==> src/rtl/irq_combiner_pkg.sv <==
package irq_combiner_pkg;
  localparam int unsigned ADDR_W     = 4;
  localparam int unsigned LINE_STEP  = 4;
  localparam logic [ADDR_W-1:0] A_FLAG_CLR = 4'd0;
  localparam logic [ADDR_W-1:0] A_FLAG_SET = 4'd1;
  localparam logic [ADDR_W-1:0] A_RAW      = 4'd2;

  typedef enum logic [1:0] {
    L_ENABLE = 2'd0,
    L_FORCE  = 2'd1,
    L_MASKED = 2'd2,
    L_NONE   = 2'd3
  } line_reg_e;

  function automatic logic [ADDR_W-1:0] line_base(input int unsigned line);
    return ADDR_W'(LINE_STEP * (line + 1));
  endfunction
endpackage

==> src/rtl/irq_flag_bank.sv <==
module irq_flag_bank #(
  parameter int unsigned NUM_ENG  = 4,
  parameter int unsigned NUM_FLAG = 8
) (
  input  logic                         clk,
  input  logic                         rst,
  input  logic [NUM_ENG*NUM_FLAG-1:0]  set_req,
  input  logic                         clr_we,
  input  logic                         frc_we,
  input  logic [NUM_FLAG-1:0]          wmask,
  output logic [NUM_FLAG-1:0]          flags
);
  logic [NUM_FLAG-1:0] set_any;
  logic [NUM_FLAG-1:0] clr_bits;
  logic [NUM_FLAG-1:0] frc_bits;

  always_comb begin
    set_any = '0;
    for (int e = 0; e < int'(NUM_ENG); e++)
      set_any = set_any | set_req[e*NUM_FLAG +: NUM_FLAG];
    clr_bits = clr_we ? wmask : '0;
    frc_bits = frc_we ? wmask : '0;
  end

  always_ff @(posedge clk) begin
    if (rst) flags <= '0;
    else     flags <= (flags & ~clr_bits) | frc_bits | set_any;
  end

  assert_clear_R4: assert property (@(posedge clk) disable iff (rst)
    clr_we |=> ((flags & $past(wmask & ~set_any)) == '0));
  assert_force_R5: assert property (@(posedge clk) disable iff (rst)
    frc_we |=> ((flags & $past(wmask)) == $past(wmask)));
  assert_set_wins_R6: assert property (@(posedge clk) disable iff (rst)
    (|set_any) |=> ((flags & $past(set_any)) == $past(set_any)));
endmodule

==> src/rtl/irq_out_line.sv <==
module irq_out_line #(
  parameter int unsigned RAW_W = 12
) (
  input  logic             clk,
  input  logic             rst,
  input  logic [RAW_W-1:0] raw,
  input  logic             en_we,
  input  logic             frc_we,
  input  logic [RAW_W-1:0] wdata,
  output logic [RAW_W-1:0] en_q,
  output logic [RAW_W-1:0] frc_q,
  output logic [RAW_W-1:0] masked,
  output logic             irq_o
);
  always_ff @(posedge clk) begin
    if (rst) begin
      en_q  <= '0;
      frc_q <= '0;
    end else begin
      if (en_we)  en_q  <= wdata;
      if (frc_we) frc_q <= wdata;
    end
  end

  assign masked = (raw & en_q) | frc_q;

  always_ff @(posedge clk) begin
    if (rst) irq_o <= 1'b0;
    else     irq_o <= |masked;
  end

  assert_enable_load_R7: assert property (@(posedge clk) disable iff (rst)
    en_we |=> (en_q == $past(wdata)));
  assert_force_raises_R9: assert property (@(posedge clk) disable iff (rst)
    (frc_q != '0) |=> irq_o);
  assert_quiet_low_R9: assert property (@(posedge clk) disable iff (rst)
    (((raw & en_q) == '0) && (frc_q == '0)) |=> !irq_o);
endmodule

==> src/rtl/irq_combiner.sv <==
module irq_combiner
  import irq_combiner_pkg::*;
#(
  parameter int unsigned NUM_ENG  = 4,
  parameter int unsigned NUM_FLAG = 8,
  parameter int unsigned NUM_LINE = 2,
  parameter int unsigned DATA_W   = 16
) (
  input  logic                        clk,
  input  logic                        rst,
  input  logic [NUM_ENG-1:0]          eng_rx_nempty,
  input  logic [NUM_ENG-1:0]          eng_tx_nfull,
  input  logic [NUM_ENG*NUM_FLAG-1:0] eng_flag_set,
  input  logic                        reg_valid,
  input  logic                        reg_write,
  input  logic [ADDR_W-1:0]           reg_addr,
  input  logic [DATA_W-1:0]           reg_wdata,
  output logic [DATA_W-1:0]           reg_rdata,
  output logic [NUM_FLAG-1:0]         flag_state,
  output logic [NUM_LINE-1:0]         host_irq
);
  localparam int unsigned VIS_W = NUM_ENG;
  localparam int unsigned RAW_W = 3 * NUM_ENG;

  logic wr_en;
  logic rd_en;
  assign wr_en = reg_valid && reg_write;
  assign rd_en = reg_valid && !reg_write;

  logic [NUM_FLAG-1:0] flags;
  logic [RAW_W-1:0]    raw;

  irq_flag_bank #(.NUM_ENG(NUM_ENG), .NUM_FLAG(NUM_FLAG)) u_flags (
    .clk     (clk),
    .rst     (rst),
    .set_req (eng_flag_set),
    .clr_we  (wr_en && reg_addr == A_FLAG_CLR),
    .frc_we  (wr_en && reg_addr == A_FLAG_SET),
    .wmask   (reg_wdata[NUM_FLAG-1:0]),
    .flags   (flags)
  );

  assign flag_state = flags;
  assign raw = {flags[VIS_W-1:0], eng_tx_nfull, eng_rx_nempty};

  logic [RAW_W-1:0] en_v  [NUM_LINE];
  logic [RAW_W-1:0] frc_v [NUM_LINE];
  logic [RAW_W-1:0] msk_v [NUM_LINE];

  for (genvar l = 0; l < int'(NUM_LINE); l++) begin : g_line
    localparam logic [ADDR_W-1:0] BASE = line_base(l);
    irq_out_line #(.RAW_W(RAW_W)) u_line (
      .clk    (clk),
      .rst    (rst),
      .raw    (raw),
      .en_we  (wr_en && reg_addr == BASE),
      .frc_we (wr_en && reg_addr == BASE + ADDR_W'(1)),
      .wdata  (reg_wdata[RAW_W-1:0]),
      .en_q   (en_v[l]),
      .frc_q  (frc_v[l]),
      .masked (msk_v[l]),
      .irq_o  (host_irq[l])
    );
  end

  logic [DATA_W-1:0] rd_next;
  always_comb begin
    rd_next = '0;
    if (reg_addr == A_FLAG_CLR || reg_addr == A_FLAG_SET)
      rd_next = DATA_W'(flags);
    else if (reg_addr == A_RAW)
      rd_next = DATA_W'(raw);
    for (int l = 0; l < int'(NUM_LINE); l++) begin
      if (reg_addr == line_base(l) + ADDR_W'(L_ENABLE)) rd_next = DATA_W'(en_v[l]);
      if (reg_addr == line_base(l) + ADDR_W'(L_FORCE))  rd_next = DATA_W'(frc_v[l]);
      if (reg_addr == line_base(l) + ADDR_W'(L_MASKED)) rd_next = DATA_W'(msk_v[l]);
    end
  end

  always_ff @(posedge clk) begin
    if (rst)        reg_rdata <= '0;
    else if (rd_en) reg_rdata <= rd_next;
  end

  assert_raw_pad_R2: assert property (@(posedge clk) disable iff (rst)
    (rd_en && reg_addr == A_RAW) |=> (reg_rdata[DATA_W-1:RAW_W] == '0));
  assert_write_keeps_rdata_R10: assert property (@(posedge clk) disable iff (rst)
    wr_en |=> $stable(reg_rdata));
  assert_hidden_flags_R3: assert property (@(posedge clk) disable iff (rst)
    (rd_en && reg_addr == A_RAW) |=> (reg_rdata[RAW_W-1:2*NUM_ENG] == $past(flag_state[VIS_W-1:0])));
endmodule

==> config.mk <==
export PLATFORM = sky130hd
export DESIGN_NAME = irq_combiner
export DESIGN_NICKNAME = d
export VERILOG_FILES = /design/src/rtl/irq_combiner_pkg.sv /design/src/rtl/irq_flag_bank.sv /design/src/rtl/irq_out_line.sv /design/src/rtl/irq_combiner.sv
export SDC_FILE = /design/constraint.sdc
export NUM_CORES = 1
export LEC_CHECK = 0
export BUFFER_PORTS_ARGS = -buffer_cell sky130_fd_sc_hd__buf_2
export CAP_MARGIN = 15
export CORE_UTILIZATION = 50
export CTS_BUF_LIST = sky130_fd_sc_hd__clkbuf_16
export CTS_CLUSTER_SIZE = 12
export DETAILED_ROUTE_END_ITERATION = 12
export GPL_TIMING_DRIVEN = 1
export PLACE_DENSITY_LB_ADDON = 0.2
export SYNTH_ARGS = -nofsm -noshare
export SYNTH_HDL_FRONTEND = slang
export SYNTH_SLANG_ARGS = --single-unit
==> constraint.sdc <==
create_clock -name clk -period 1.58 [get_ports clk]
set_clock_uncertainty 0.2 [all_clocks]
set_input_delay 0 -clock clk [delete_from_list [all_inputs] [get_ports clk]]
set_output_delay 0 -clock clk [all_outputs]
set_load 0.01 [all_outputs]
==> results of run 1 <==
## metrics by stage
| stage | instance area [um^2] | hold WS (ns) | TNS (ns) | utilization [%] |
|---|---|---|---|---|
| 2_1_floorplan | 3940 | -0.0640 | 0 | - |
| 3_3_place_gp | 4730 | 0.0808 | -0.579 | 63.9 |
| 3_5_place_dp | 4730 | 0.0886 | -0.513 | 63.9 |
| 4_1_cts | 5580 | 0.00570 | 0 | 75.3 |
| 5_1_grt | 5590 | 0.0479 | 0 | 75.4 |
| 6_report | 5590 | 0.0204 | 0 | 75.4 |
## cell type report
cell class | instances | area share (%)
clock inverters | 7 | 1.59
well taps | 99 | 2.22
inverters | 4 | 0.269
multi-input cells | 369 | 40.9
flip-flops and latches | 70 | 25.1
clock buffers | 9 | 4.03
repair buffers | 197 | 25.9
## tightest hold or removal path: cells and delay by family
kind	cells	cell delay, ns
AO/OA/AOI/OAI	1	0.06
buffers and inverters	2	0.29
AND/OR/NAND/NOR	2	0.14
## layout by cell type, fill, tap and decap left out, types with 3 or more instances in the layout
| cell type | synthesis | layout |
|---|---|---|
| sky130_fd_sc_hd__dfxtp_1 | 70 | 69 |
| sky130_fd_sc_hd__o211ai_1 | 4 | 4 |
| sky130_fd_sc_hd__dlygate4sd3_1 | 0 | 53 |
| sky130_fd_sc_hd__nor3_1 | 11 | 11 |
| sky130_fd_sc_hd__a31oi_1 | 3 | 3 |
| sky130_fd_sc_hd__a221oi_1 | 9 | 8 |
| sky130_fd_sc_hd__conb_1 | 1 | 4 |
| sky130_fd_sc_hd__nor2b_1 | 5 | 5 |
| sky130_fd_sc_hd__nor2_1 | 63 | 63 |
| sky130_fd_sc_hd__a211oi_1 | 5 | 5 |
| sky130_fd_sc_hd__nand3_1 | 3 | 3 |
| sky130_fd_sc_hd__o311ai_1 | 3 | 3 |
| sky130_fd_sc_hd__nand4_1 | 5 | 5 |
| sky130_fd_sc_hd__or4_1 | 8 | 8 |
| sky130_fd_sc_hd__a21oi_1 | 72 | 71 |
| sky130_fd_sc_hd__mux2i_1 | 36 | 36 |
| sky130_fd_sc_hd__o22a_1 | 3 | 3 |
| sky130_fd_sc_hd__nand2b_1 | 11 | 11 |
| sky130_fd_sc_hd__nand2_1 | 50 | 50 |
| sky130_fd_sc_hd__nand2b_4 | 3 | 3 |
| sky130_fd_sc_hd__clkbuf_16 | 0 | 9 |
| sky130_fd_sc_hd__buf_12 | 0 | 3 |
| sky130_fd_sc_hd__inv_1 | 4 | 4 |
| sky130_fd_sc_hd__nor4_4 | 3 | 3 |
| sky130_fd_sc_hd__buf_2 | 8 | 81 |
| sky130_fd_sc_hd__nor4_1 | 3 | 3 |
| sky130_fd_sc_hd__buf_4 | 12 | 60 |
| sky130_fd_sc_hd__o21ai_0 | 21 | 20 |
| sky130_fd_sc_hd__o2bb2ai_1 | 5 | 5 |
## path summary, 6_finish.rpt
path                                       start       endpoint  slack (ns)  depth (start not counted)
worst min register to register     reg_rdata[11]  reg_rdata[11]        0.27                          2
worst max-delay path            u_flags.flags[0]   reg_rdata[0]        0.02                          6
worst max register to register  u_flags.flags[0]   reg_rdata[0]        0.02                          6
worst min-delay path                   reg_valid  reg_rdata[11]        0.02                          5
## sequential cells by signal, summed over array words and instances, names as in the netlist
signal and count:
g_line.u_line.en_q 24, g_line.u_line.frc_q 24, g_line.u_line.irq_o 2, reg_rdata 12, u_flags.flags 8
## power by group through the flow
stage / combinational [uW] / clock, uW / sequential (uW)
2_1_floorplan: 325 / 0 / 1870
3_3_place_gp: 607 / 0 / 1860
3_5_place_dp: 614 / 0 / 1870
4_1_cts: 719 / 2190 / 1830
5_1_grt: 797 / 2260 / 1830
6_report: 745 / 2160 / 1830
## routing by layer
| metal | share of wire (%) | wire length, um | vias to the layer above | track usage (%) |
|---|---|---|---|---|
| li1 | - | - | 2070 | - |
| met3 | 9.4 | 1370 | 57 | 8.00 |
| met4 | 4.8 | 703 | 0 | 19.1 |
| met5 | 0 | 0 | - | 0 |
| met1 | 40 | 5840 | 2110 | 45.3 |
| met2 | 45 | 6610 | 291 | 59.3 |
## cells by family (layout without fill, tap and decap cells)
family	after synthesis	in the layout	synth area share, %
mux	36	36	9.18
buf+inv	41	217	6.66
compound gates	147	147	23.6
simple gates	182	182	24.8
flops	70	70	35.7
other cells	1	4	0.0955
## what timing repair did
action | CTS | global route
hold endpoints to repair | 64 | 0
hold buffers | 53 | 0
gates resized for setup | 0 | 4
endpoints found under the setup margin | 0 | 4
==> report_table.html, run 1 <==
<table>
<tr><th>Metric</th><th>Value</th></tr>
<tr><th colspan="2">Cells and area</th></tr>
<tr><td>Finished Layout Cells</td><td>755</td></tr>
<tr><td>Area grow syn2layout</td><td>42.3%</td></tr>
<tr><td>Area used by multi-input combinational logic</td><td>0.00228 mm^2</td></tr>
<tr><td>Fillers</td><td>547</td></tr>
<tr><td>Proportion of layout cells with a drive suffix above 1</td><td>27.9%</td></tr>
<tr><td>Count of nets after finishing</td><td>715</td></tr>
<tr><td>Sequential cell area</td><td>0.00140 mm^2</td></tr>
<tr><td>Ant. Diodes</td><td>0</td></tr>
<tr><th colspan="2">STA</th></tr>
<tr><td>Clock period minus final worst setup slack</td><td>1.56 ns</td></tr>
<tr><td>Fmax</td><td>0.642 GHz</td></tr>
<tr><td>Max-slew violation count</td><td>0</td></tr>
<tr><td>Setup repair after global routing missed its margin</td><td>false</td></tr>
<tr><td>Final hold violation count</td><td>0</td></tr>
<tr><td>Period Utilization, post-route</td><td>98.5%</td></tr>
<tr><td>Slew @ Worst Pin</td><td>0.659 ns</td></tr>
<tr><td>Tightest slew margin relative to the limit</td><td>55.8%</td></tr>
<tr><td>Final count of negative-setup-slack endpoints</td><td>0</td></tr>
<tr><td>Worst path setup slack after routing</td><td>0.0232 ns</td></tr>
<tr><th colspan="2">Floorplanning</th></tr>
<tr><td>Overall die width</td><td>90.6 um</td></tr>
<tr><td>Vert. Die Dim</td><td>90.6 um</td></tr>
<tr><td>IO Count</td><td>90</td></tr>
<tr><td>Die area</td><td>0.00821 mm^2</td></tr>
<tr><td>Core outline area</td><td>0.00741 mm^2</td></tr>
<tr><td>FP Rows</td><td>31</td></tr>
<tr><td>Initial core utilization</td><td>53.0%</td></tr>
<tr><th colspan="2">Setup path</th></tr>
<tr><td>CP endpoint kind</td><td>register</td></tr>
<tr><td>Largest delay contributor family on the critical path</td><td>compound AO/OA/AOI/OAI gates</td></tr>
<tr><td>Class of the most critical setup path</td><td>reg2reg</td></tr>
<tr><td>Element type at the critical path start</td><td>register</td></tr>
<tr><td>Arrival time of data at the critical path endpoint</td><td>1.57 ns</td></tr>
<tr><td>Worst path buffer plus inverter count</td><td>1</td></tr>
<tr><td>Ordered cell list for the critical path</td><td>buf_4 &gt; nand2b_1 &gt; a21oi_1 &gt; o21ai_0 &gt; o221ai_1 &gt; a31o_2</td></tr>
<tr><td>Critical Path Slowest Stage Cell</td><td>sky130_fd_sc_hd__dfxtp_1</td></tr>
<tr><td>Biggest fanout along the worst timing path</td><td>7</td></tr>
<tr><td>Max incr delay on CP</td><td>0.32 ns</td></tr>
<tr><td>Required arrival time at the worst endpoint</td><td>1.60 ns</td></tr>
<tr><th colspan="2">Clock network</th></tr>
<tr><td>TritonCTS clock tree</td><td>built</td></tr>
<tr><td>Total clock buffers created by CTS</td><td>9</td></tr>
<tr><td>Number of buffers inserted to repair setup after CTS</td><td>0</td></tr>
<tr><td>Clock insertion delay at the later pin of the skew report</td><td>0.33 ns</td></tr>
<tr><td>Clock root buffer</td><td>sky130_fd_sc_hd__clkbuf_16</td></tr>
<tr><td>Number of clock sinks</td><td>70</td></tr>
<tr><td>Clock transition at the register clock pins on the worst setup and hold paths after CTS</td><td>0.06 ns</td></tr>
<tr><td>Buffers from clock root to sink, at most</td><td>2</td></tr>
<tr><td>Number of H-tree branching levels</td><td>3</td></tr>
<tr><th colspan="2">Drt</th></tr>
<tr><td>Number of design-rule violations left by the first detailed-router iteration</td><td>341</td></tr>
<tr><td>Via count</td><td>4,528</td></tr>
<tr><td>Antenna violation net count after detailed routing</td><td>0</td></tr>
<tr><td>Remaining design rule violation count</td><td>0</td></tr>
<tr><td>Number of search-and-repair iterations in the first detailed-routing pass</td><td>5</td></tr>
<tr><td>Via density per instance</td><td>6.00</td></tr>
<tr><td>Routed wire length</td><td>14,500 um</td></tr>
<tr><td>Mean routed wirelength per cell</td><td>19.2 um</td></tr>
<tr><th colspan="2">Synth</th></tr>
<tr><td>Number of storage elements in the synthesis netlist</td><td>70</td></tr>
<tr><td>Post-Syn Area per Cell</td><td>8.23 um^2</td></tr>
<tr><td>Proportion of synthesized flip-flops having asynchronous set or reset</td><td>0%</td></tr>
<tr><td>Top post-synthesis cells by area</td><td>sky130_fd_sc_hd__dfxtp_1, sky130_fd_sc_hd__a21oi_1, sky130_fd_sc_hd__mux2i_1, sky130_fd_sc_hd__nor2_1, sky130_fd_sc_hd__nand2_1</td></tr>
<tr><td>Sequential-to-total area share from yosys stat</td><td>35.7%</td></tr>
<tr><td>Number of distinct library cells after synthesis</td><td>59</td></tr>
<tr><td>Number of standard cells after synthesis</td><td>477</td></tr>
<tr><td>Summed instance area of the synthesized netlist</td><td>0.00393 mm^2</td></tr>
<tr><td>Leading register cell type out of synthesis</td><td>sky130_fd_sc_hd__dfxtp_1</td></tr>
<tr><td>Share of the synthesized area in the top cell type</td><td>35.7%</td></tr>
<tr><td>Yosys warnings</td><td>0</td></tr>
<tr><td>Leading cell types by count after synthesis</td><td>sky130_fd_sc_hd__a21oi_1, sky130_fd_sc_hd__dfxtp_1, sky130_fd_sc_hd__nor2_1, sky130_fd_sc_hd__nand2_1, sky130_fd_sc_hd__mux2i_1</td></tr>
<tr><td>Most frequent cell after synthesis</td><td>sky130_fd_sc_hd__a21oi_1</td></tr>
<tr><td>Number of enable flip-flop cells after synthesis</td><td>0</td></tr>
<tr><td>Cell accounting for the most synthesized area</td><td>sky130_fd_sc_hd__dfxtp_1</td></tr>
<tr><th colspan="2">Min path</th></tr>
<tr><td>HP Class</td><td>in2reg</td></tr>
<tr><th colspan="2">GRT</th></tr>
<tr><td>Number of antenna violations at the first check in global routing</td><td>0</td></tr>
<tr><td>Total congestion overflow</td><td>0</td></tr>
<tr><td>Via count of the first global-routing pass</td><td>4,516</td></tr>
<tr><td>Wire length of the first global-routing pass</td><td>23,200 um</td></tr>
<tr><td>Maximum number of pins on one net before global-route repair</td><td>71</td></tr>
<tr><td>Tot GR Track Use</td><td>36.6%</td></tr>
<tr><th colspan="2">Placement</th></tr>
<tr><td>Number of cells in the design after placement</td><td>686</td></tr>
<tr><td>Post-detailed-placement half-perimeter wirelength</td><td>10,100 um</td></tr>
<tr><td>RD Place Congestion</td><td>0.979</td></tr>
<tr><td>Port bufs</td><td>81</td></tr>
<tr><td>Pre-CTS worst setup slack</td><td>-0.0646 ns</td></tr>
<tr><th colspan="2">Power</th></tr>
<tr><td>Areal power density over the cells</td><td>847 mW/mm^2</td></tr>
<tr><td>Power share of the combinational group</td><td>15.7%</td></tr>
<tr><td>Total chip power</td><td>4730 uW</td></tr>
<tr><td>Highest ir drop seen on vdd</td><td>819 uV</td></tr>
<tr><td>Sequential power share</td><td>38.6%</td></tr>
<tr><td>Static leakage</td><td>0.00220 uW</td></tr>
<tr><td>Total net switching power</td><td>1210 uW</td></tr>
<tr><td>Part of the power in the clock network</td><td>45.6%</td></tr>
<tr><td>Internal Dissipation</td><td>3520 uW</td></tr>
<tr><td>Switching part of the total</td><td>25.6%</td></tr>
<tr><th colspan="2">Run status</th></tr>
<tr><td>Result of the run</td><td>complete, no violations</td></tr>
<tr><th colspan="2">Run</th></tr>
<tr><td>Max Cap Viol</td><td>0</td></tr>
</table>
No activity file was read; power rests on OpenSTA's default activity.
==> run 2, diff against run 1 <==
--- a/config.mk
+++ b/config.mk
@@ -5,8 +5,8 @@
 export SDC_FILE = /design/constraint.sdc
 export NUM_CORES = 1
 export LEC_CHECK = 0
+export ABC_AREA = 1
 export BUFFER_PORTS_ARGS = -buffer_cell sky130_fd_sc_hd__buf_2
-export CAP_MARGIN = 15
 export CORE_UTILIZATION = 50
 export CTS_BUF_LIST = sky130_fd_sc_hd__clkbuf_16
 export CTS_CLUSTER_SIZE = 12
==> run 2 against run 1 <==
Against the previous run: first-iteration DRC count is 21% lower; hold slack improved by 0.036 ns; non-clock buffer count decreased by 48; die area decreased by 9.0%; highest routed layer unchanged; critical path depth is 1 lower.
==> report_table.html, run 2 <==
<table>
<tr><th>Metric</th><th>Value</th></tr>
<tr><th colspan="2">Synth</th></tr>
<tr><td>Leading register cell type out of synthesis</td><td>sky130_fd_sc_hd__dfxtp_1</td></tr>
<tr><td>Cell accounting for the most synthesized area</td><td>sky130_fd_sc_hd__dfxtp_1</td></tr>
<tr><td>Summed instance area of the synthesized netlist</td><td>0.00357 mm^2</td></tr>
<tr><td>Number of storage elements in the synthesis netlist</td><td>70</td></tr>
<tr><td>Number of distinct library cells after synthesis</td><td>23</td></tr>
<tr><td>Top post-synthesis cells by area</td><td>sky130_fd_sc_hd__dfxtp_1, sky130_fd_sc_hd__nand2_1, sky130_fd_sc_hd__a21oi_1, sky130_fd_sc_hd__o21ai_0, sky130_fd_sc_hd__inv_1</td></tr>
<tr><td>Share of the synthesized area in the top cell type</td><td>39.3%</td></tr>
<tr><td>Number of enable flip-flop cells after synthesis</td><td>0</td></tr>
<tr><td>Yosys warnings</td><td>0</td></tr>
<tr><td>Leading cell types by count after synthesis</td><td>sky130_fd_sc_hd__nand2_1, sky130_fd_sc_hd__dfxtp_1, sky130_fd_sc_hd__a21oi_1, sky130_fd_sc_hd__inv_1, sky130_fd_sc_hd__o21ai_0</td></tr>
<tr><td>Post-Syn Area per Cell</td><td>6.51 um^2</td></tr>
<tr><td>Most frequent cell after synthesis</td><td>sky130_fd_sc_hd__nand2_1</td></tr>
<tr><td>Sequential-to-total area share from yosys stat</td><td>39.3%</td></tr>
<tr><td>Proportion of synthesized flip-flops having asynchronous set or reset</td><td>0%</td></tr>
<tr><td>Number of standard cells after synthesis</td><td>548</td></tr>
<tr><th colspan="2">Clock network</th></tr>
<tr><td>Buffers from clock root to sink, at most</td><td>2</td></tr>
<tr><td>Clock insertion delay at the later pin of the skew report</td><td>0.33 ns</td></tr>
<tr><td>Number of H-tree branching levels</td><td>3</td></tr>
<tr><td>Number of buffers inserted to repair setup after CTS</td><td>0</td></tr>
<tr><td>Total clock buffers created by CTS</td><td>9</td></tr>
<tr><td>TritonCTS clock tree</td><td>built</td></tr>
<tr><td>Clock transition at the register clock pins on the worst setup and hold paths after CTS</td><td>0.06 ns</td></tr>
<tr><td>Number of clock sinks</td><td>70</td></tr>
<tr><td>Clock root buffer</td><td>sky130_fd_sc_hd__clkbuf_16</td></tr>
<tr><th colspan="2">STA</th></tr>
<tr><td>Final hold violation count</td><td>0</td></tr>
<tr><td>Final count of negative-setup-slack endpoints</td><td>0</td></tr>
<tr><td>Max-slew violation count</td><td>0</td></tr>
<tr><td>Clock period minus final worst setup slack</td><td>1.50 ns</td></tr>
<tr><td>Sum Neg Setup Slack</td><td>0 ns</td></tr>
<tr><td>Fmax</td><td>0.665 GHz</td></tr>
<tr><td>Setup repair after global routing missed its margin</td><td>false</td></tr>
<tr><td>Period Utilization, post-route</td><td>95.2%</td></tr>
<tr><th colspan="2">Cells and area</th></tr>
<tr><td>Area grow syn2layout</td><td>38.8%</td></tr>
<tr><td>Top library cells by usage in the layout, fill and taps aside</td><td>sky130_fd_sc_hd__nand2_1, sky130_fd_sc_hd__buf_2, sky130_fd_sc_hd__dfxtp_1</td></tr>
<tr><td>Largest registers</td><td>g_line.u_line.en_q (24), g_line.u_line.frc_q (24), reg_rdata (12)</td></tr>
<tr><td>Sequential cell area</td><td>0.00140 mm^2</td></tr>
<tr><td>Fillers</td><td>588</td></tr>
<tr><td>Ant. Diodes</td><td>0</td></tr>
<tr><td>Proportion of layout cells with a drive suffix above 1</td><td>20.5%</td></tr>
<tr><td>Count of nets after finishing</td><td>749</td></tr>
<tr><td>Area used by multi-input combinational logic</td><td>0.00183 mm^2</td></tr>
<tr><td>Leading cell type in the layout, fill and taps excluded</td><td>sky130_fd_sc_hd__nand2_1</td></tr>
<tr><th colspan="2">Placement</th></tr>
<tr><td>RD Place Congestion</td><td>0.910</td></tr>
<tr><td>Port bufs</td><td>81</td></tr>
<tr><td>Post-detailed-placement half-perimeter wirelength</td><td>7910 um</td></tr>
<tr><th colspan="2">Drt</th></tr>
<tr><td>Number of search-and-repair iterations in the first detailed-routing pass</td><td>5</td></tr>
<tr><td>Routed met1 length</td><td>4630 um</td></tr>
<tr><td>Antenna violation net count after detailed routing</td><td>0</td></tr>
<tr><td>Routed wl met2</td><td>6040 um</td></tr>
<tr><td>Via density per instance</td><td>5.56</td></tr>
<tr><td>Remaining design rule violation count</td><td>0</td></tr>
<tr><td>WL met3</td><td>909 um</td></tr>
<tr><td>Highest layer used for signal routing</td><td>met4</td></tr>
<tr><td>Via count</td><td>4,368</td></tr>
<tr><td>Number of design-rule violations left by the first detailed-router iteration</td><td>270</td></tr>
<tr><td>Mean routed wirelength per cell</td><td>15.3 um</td></tr>
<tr><td>Routed wire length</td><td>12,000 um</td></tr>
<tr><th colspan="2">Floorplanning</th></tr>
<tr><td>Overall die width</td><td>86.5 um</td></tr>
<tr><td>Initial core utilization</td><td>52.2%</td></tr>
<tr><td>Vert. Die Dim</td><td>86.5 um</td></tr>
<tr><td>IO Count</td><td>90</td></tr>
<tr><td>Core outline area</td><td>0.00683 mm^2</td></tr>
<tr><td>FP Rows</td><td>30</td></tr>
<tr><td>Die area</td><td>0.00747 mm^2</td></tr>
<tr><th colspan="2">Setup path</th></tr>
<tr><td>Start of the worst register-to-register path</td><td>g_line[0].u_line.en_q[4]</td></tr>
<tr><td>Capture point of the critical path</td><td>u_flags.flags[3]</td></tr>
<tr><td>Class of the most critical setup path</td><td>in2reg</td></tr>
<tr><td>Required arrival time at the worst endpoint</td><td>1.58 ns</td></tr>
<tr><td>Arrival time of data at the critical path endpoint</td><td>1.51 ns</td></tr>
<tr><td>Reg-to-reg critical path endpoint</td><td>reg_rdata[4]</td></tr>
<tr><td>Worst reg-to-reg path cell count</td><td>5</td></tr>
<tr><td>Element type at the critical path start</td><td>primary input</td></tr>
<tr><td>CP endpoint kind</td><td>register</td></tr>
<tr><td>Biggest fanout along the worst timing path</td><td>1</td></tr>
<tr><td>Critical path launch point</td><td>eng_flag_set[27]</td></tr>
<tr><td>Internal reg-to-reg setup slack</td><td>0.10 ns</td></tr>
<tr><th colspan="2">GRT</th></tr>
<tr><td>Via count of the first global-routing pass</td><td>3,953</td></tr>
<tr><td>Tot GR Track Use</td><td>32.4%</td></tr>
<tr><td>Number of antenna violations at the first check in global routing</td><td>0</td></tr>
<tr><td>Maximum number of pins on one net before global-route repair</td><td>24</td></tr>
<tr><td>Wire length of the first global-routing pass</td><td>18,500 um</td></tr>
<tr><td>Total congestion overflow</td><td>0</td></tr>
<tr><th colspan="2">Min path</th></tr>
<tr><td>HP Class</td><td>in2reg</td></tr>
<tr><th colspan="2">Power</th></tr>
<tr><td>Static leakage</td><td>0.00214 uW</td></tr>
<tr><td>Highest ir drop seen on vdd</td><td>702 uV</td></tr>
<tr><td>Total chip power</td><td>4540 uW</td></tr>
<tr><td>Areal power density over the cells</td><td>917 mW/mm^2</td></tr>
<tr><th colspan="2">Run status</th></tr>
<tr><td>Result of the run</td><td>complete, no violations</td></tr>
<tr><th colspan="2">Run</th></tr>
<tr><td>Max Cap Viol</td><td>0</td></tr>
</table>
-- run 2: changes by cell type in the layout (fill, tap and decap cells not counted), sizes merged, moves of 11 or more --
cell    before  now
inv          4   66
nand2       52  129
o21ai       22   59
nand2b      15    0
buf        144  105
nand3        3   38
mux2i       36    0
nor2        65   54
-- run 2: metrics by stage --
step	hold slack (ns)	instance area (um^2)	utilization (%)	std cells	setup WS, ns
finish	0.0563	4950	72.5	785	0.0752
global route	0.0339	4950	72.5	785	0.0110
CTS	0.0209	4870	71.3	781	0.0334
detailed placement	0.0884	4160	60.9	726	0.0965
global placement	0.0824	4160	60.9	726	0.120
floorplan	-0.0349	3580	-	551	0.364
-- run 2: critical path, stage by stage --
cell	delay, ns
sky130_fd_sc_hd__dlygate4sd3_1	0.53
sky130_fd_sc_hd__buf_2	0.12
sky130_fd_sc_hd__nor4_2	0.16
sky130_fd_sc_hd__dlygate4sd3_1	0.60
sky130_fd_sc_hd__a31oi_1	0.09
-- run 2: routing by layer --
metal  GRT usage [%]  up-vias
met4            13.9        0
met3            7.05       57
met2            58.4      241
met1            36.8     2007
met5               0        -
li1                -     2063
-- run 2: cell type report --
type                       instances  area share [%]
clock inverter                     6            1.77
inverter                          66            5.00
timing repair buffer             149            21.1
clock buffer                       9            4.55
sequential                        70            28.3
tap                               96            2.43
multi-input combinational        389            36.9
-- run 2: kinds of logic after synthesis --
| group | after synthesis | synth area share [%] |
|---|---|---|
| other | 1 | 0.105 |
| flip-flops | 70 | 39.3 |
| AO/OA/AOI/OAI | 134 | 19.3 |
| buffers and inverters | 92 | 10.8 |
| AND/OR/NAND/NOR | 251 | 30.5 |
-- run 2: worst min path at each step --
| stage | startpoint | end | slack (ns) | cells after the start |
|---|---|---|---|---|
| after floorplan | reg_wdata[11] | g_line[0].u_line.frc_q[11] | -0.03 | 2 |
| after global routing | eng_tx_nfull[0] | g_line[0].u_line.irq_o | 0.03 | 5 |
| after CTS | eng_tx_nfull[0] | g_line[0].u_line.irq_o | 0.02 | 5 |
| after global placement | eng_flag_set[26] | u_flags.flags[2] | 0.08 | 3 |
| final | eng_tx_nfull[0] | g_line[0].u_line.irq_o | 0.06 | 5 |
| after detailed placement | eng_flag_set[26] | u_flags.flags[2] | 0.09 | 3 |
-- run 2: timing repair --
item                                    4_1_cts  5_1_grt
hold endpoints to repair                     69        2
resized for setup                             0        9
endpoints found under the setup margin        0        9
hold buffers                                 40        6
-- run 2: report_power, final --
group	switching [uW]	internal [uW]	total (uW)
Clock	774	1370	2140
Combinational	309	241	550
Sequential	33.5	1810	1850
Total	1120	3420	4540
